**src/rtl/apb_typed_regs.sv**
```systemverilog
module apb_typed_regs #(
  parameter int DW = 32,
  parameter int AW = 12
) (
  input  logic          pclk,
  input  logic          presetn,
  input  logic          psel,
  input  logic          penable,
  input  logic          pwrite,
  input  logic [AW-1:0] paddr,
  input  logic [DW-1:0] pwdata,
  input  logic [DW/8-1:0] pstrb,
  input  logic          pready,
  output logic [DW-1:0] prdata,
  output logic          pslverr,
  input  logic [DW-1:0] hw_status,
  input  logic [DW-1:0] irq_set,
  output logic [DW-1:0] ctrl_q,
  output logic [DW-1:0] cmd_pulse
);
  localparam int SW = DW / 8;

  logic [DW-1:0] ctrl_r, irq_r, cmd_r;

  wire       hit   = (paddr[1:0] == 2'b00) && (paddr[AW-1:4] == '0);
  wire [3:0] sel   = hit ? (4'b0001 << paddr[3:2]) : 4'b0000;
  wire       wr_en = psel && penable && pwrite && pready;
  wire [DW-1:0] clr = (wr_en && sel[2]) ? pwdata : '0;

  for (genvar k = 0; k < SW; k++) begin : g_lane
    always_ff @(posedge pclk or negedge presetn)
      if (!presetn)                        ctrl_r[8*k +: 8] <= '0;
      else if (wr_en && sel[0] && pstrb[k]) ctrl_r[8*k +: 8] <= pwdata[8*k +: 8];
  end

  always_ff @(posedge pclk or negedge presetn)
    if (!presetn) begin
      irq_r <= '0;
      cmd_r <= '0;
    end else begin
      irq_r <= (irq_r & ~clr) | irq_set;
      cmd_r <= (wr_en && sel[3]) ? pwdata : '0;
    end

  always_comb begin
    prdata = '0;
    if (psel)
      case (sel)
        4'b0001: prdata = ctrl_r;
        4'b0010: prdata = hw_status;
        4'b0100: prdata = irq_r;
        default: prdata = '0;
      endcase
  end

  assign pslverr   = psel && penable && !hit;
  assign ctrl_q    = ctrl_r;
  assign cmd_pulse = cmd_r;


  ctrl_hold_chk: assert property (@(posedge pclk) disable iff (!presetn)
    !(psel && penable && pwrite && pready && paddr == AW'(0)) |=> $stable(ctrl_q));

  cmd_quiet_chk: assert property (@(posedge pclk) disable iff (!presetn)
    !(psel && penable && pwrite && pready && paddr == AW'(12)) |=> (cmd_pulse == '0));

  set_wins_chk: assert property (@(posedge pclk) disable iff (!presetn)
    (irq_set != '0) |=> ((irq_r & $past(irq_set)) == $past(irq_set)));

  flags_keep_chk: assert property (@(posedge pclk) disable iff (!presetn)
    !(psel && penable && pwrite && pready && paddr == AW'(8)) |=> ((irq_r & $past(irq_r)) == $past(irq_r)));

  unmapped_zero_chk: assert property (@(posedge pclk) disable iff (!presetn)
    (psel && paddr[1:0] != 2'b00) |-> (prdata == '0 && (!penable || pslverr)));
endmodule

```
**config.mk**
```make
export PLATFORM = sky130hd
export DESIGN_NAME = apb_typed_regs
export DESIGN_NICKNAME = d
export VERILOG_FILES = /design/src/rtl/apb_typed_regs.sv
export SDC_FILE = /design/constraint.sdc
export NUM_CORES = 1
export LEC_CHECK = 0
export ABC_AREA = 1
export BUFFER_PORTS_ARGS = -buffer_cell sky130_fd_sc_hd__buf_4
export CAP_MARGIN = 20
export CORE_ASPECT_RATIO = 0.8
export CORE_MARGIN = 5
export CORE_UTILIZATION = 30
export DETAILED_ROUTE_END_ITERATION = 16
export PLACE_DENSITY = 0.67
export SYNTH_ARGS = -nofsm -noshare
export SYNTH_HDL_FRONTEND = slang
export SYNTH_SLANG_ARGS = --single-unit
```
**constraint.sdc**
```tcl
create_clock -name pclk -period 0.9 [get_ports pclk]
set_input_delay 0.045 -clock pclk [delete_from_list [all_inputs] [get_ports pclk]]
set_output_delay 0.045 -clock pclk [all_outputs]
set_load 0.01 [all_outputs]
```
==> run summary <==
Sequential fraction of the synthesis area - 48.7%
Synth cell types - 20
Via density - 4.81
Skew-Pair Late Insertion Delay - 340 ps
Routed wire length - 20.1 mm
Worst VDD drop - 0.000820 V
H-tree depth - 3
Worst slew pin tran - 300 ps
Status - finished, violations left
Clock power share - 39.9%
Setup_tns - -30080 ps
Largest stage delay on the critical path - 260 ps
WL/cell - 17.8 um
Synthesis Warnings - 0
# rows - 42
Die Width - 153 um
Power per Cell Area - 1020 nW/um^2
Post-route ant nets - 0
Number of global-route vias before repair - 5568
Residual DRC - 0
Final slew viol count - 0
Syn Inst Count - 585
Final period util - 143%
Worst R2R Start - ctrl_q[13]$_DFFE_PN0P_
Net Sw Frac - 26.0%
Violated checks - negative setup slack
CP max FO - 16
Slowest cell on the critical path - and3_4
RSZ-0062 raised after global routing - true
Rel. slew slack - 80.0%
Iteration-0 DRC Markers - 250
Synthesized flop and latch total - 96
Largest net degree at the start of global routing - 33
Final #Nets - 1019
Hold crit path type - in2reg
Hold Violations, Final - 0
Post-Place Cell Area - 7180 um^2
Post-synthesis async set-or-reset flop share - 100%
Most frequent cell after synthesis - nand2_1
GRT Total Usage - 19.8%
Most frequent cells after synthesis - nand2_1 (102), inv_1 (99), dfrtp_1 (96)
Critical path data required time - 850 ps
Sw power - 2.42 mW
Final setup viols - 148
Post-synth top area share - 48.7%
Critical Path AT - 1250 ps
Global placer's final weighted congestion - 0.823
Clock skew - 0 ps
Internal - 6.90 mW
Initial antenna violation count - 1
CTS tree - done
Prevailing post-synth register cell - dfrtp_1
Post-route cell area - 9120 um^2
Startpoint Class - input pin
Port Buf Inserts - 214
Core Footprint - 16300 um^2
CTS sink count - 96
Mean post-synth cell area - 8.44 um^2
Synth area leader - dfrtp_1
Die H - 125 um
Deepest clock path buffer count - 2
Layout cells sized above 1 - 45.7%
Crit path from - paddr[8]
CTS root buffer - clkbuf_16
Post-synth EDFFs - 0
FMAX - 774 MHz
Final global-route overflow total - 0
Worst hold start - pwdata[11]
Flop pwr share - 46.3%
CP Cell Sequence - buf_4, nor2_4, nand3_4, nor2_8, and3_4, buf_12, nand2_1, inv_1, buf_4
First-pass GRT wire length - 30.4 mm
Most used cell along the critical path - buf_4
Clk pin slew, worst setup/hold paths - 70 ps
Max cap viols - 0
Via Count - 5416
Die area - 19100 um^2
Initial Utilization - 30.2%
DPL Wire Length - 12.6 mm
Router iterations before antenna repair - 4
Crit. End Element - output port
Largest cells by area after synthesis - dfrtp_1 (49%), nand4_1 (8.1%), nand2_1 (7.8%)
WS Path Type - in2out
Tmin final - 1290 ps
IO Pins - 215
Comb pwr share - 13.8%
Mapped Nets - 703
Setup ws final - -391 ps
Synthesis-to-finish area growth - 84.9%
Pleak - 4.61 nW
CTS buffer count - 9
Mapped Area - 4930 um^2
==> worst paths after layout <==
check,endpoint,slack [ps],cells after the start
setup / recovery,prdata[14],-390,9
hold / removal,cmd_pulse[11]$_DFF_PN0_,10,3
setup reg to reg,ctrl_q[13]$_DFFE_PN0P_,60,4
hold reg to reg,irq_r[15]$_DFF_PN0_,490,2
max in group asynchronous,ctrl_q[16]$_DFFE_PN0P_,270,3
min in group asynchronous,cmd_pulse[29]$_DFF_PN0_,150,2
==> through the flow <==
stage | cells | power (mW) | util, % | worst slack, ps | hold WS (ps)
global placement | 1019 | 5.35 | 43.9 | -496 | -44.3
floorplan | 585 | 4.65 | - | -202 | -251
finish | 1127 | 9.32 | 55.8 | -391 | 14.1
global route | 1127 | 9.68 | 55.8 | -461 | 14.7
CTS | 1115 | 9.37 | 53.7 | -370 | 6.61
detailed placement | 1019 | 5.35 | 43.9 | -489 | -47.5
==> worst max-delay path: cells and delay by family <==
kind                   cells  cell delay [ps]
buffers and inverters      4              450
AND/OR/NAND/NOR            5              730
==> logic make-up after synthesis <==
family	after synthesis	synth area share [%]
simple gates	283	29.9
flops	96	48.7
buf+inv	142	12.9
compound gates	64	8.47
==> area by class of cell <==
class,instances,area (um^2)
diodes,1,2.50
flip-flops and latches,96,2400
inverters,103,387
fillers,1406,7220
clock inverters,7,53.8
repair buffers,342,3560
multi-input cells,349,2220
clock buffers,9,225
well taps,220,275
==> flip-flops by register name, summed over array words and instances (netlist names) <==
signal     count
ctrl_q        32
irq_r         32
cmd_pulse     32
==> repair_timing <==
action | 4_1_cts | 5_1_grt
endpoints found under the setup margin | 148 | 163
gates cloned | 7 | 4
buffers inserted | 11 | 14
resized for setup | 127 | 68
endpoints found under the hold margin | 180 | 0
hold buffers | 63 | 0
pin swaps | 10 | 10
==> power by group through the flow <==
stage / combinational [mW] / sequential (mW) / clock [mW]
2_1_floorplan: 0.251 / 4.40 / 0
3_3_place_gp: 0.955 / 4.40 / 0
3_5_place_dp: 0.958 / 4.40 / 0
4_1_cts: 1.23 / 4.31 / 3.83
5_1_grt: 1.38 / 4.31 / 3.99
6_report: 1.29 / 4.31 / 3.72
==> metal layers <==
layer  track usage [%]  routed length [um]  vias up
li1                  -                   -     2552
met3              6.11                1710       30
met2              32.5                9530      248
met1              25.0                8390     2586
met4              6.13                 432        0
met5                 0                   0        -
==> cell usage in the layout (no fill, tap or decap), types with 8 or more instances in the layout <==
master and instances:
nor2_1 8, nand3_1 64, buf_12 24, nand4_1 64
nand2_2 15, inv_2 9, nor2_4 12, buf_6 95
clkbuf_16 12, nand2_1 87, dfrtp_1 96, inv_1 94
o21ai_1 16, nor2_2 22, buf_4 149, dlygate4sd3_1 63
o21ai_2 45
(Power assumes the default switching activity.)
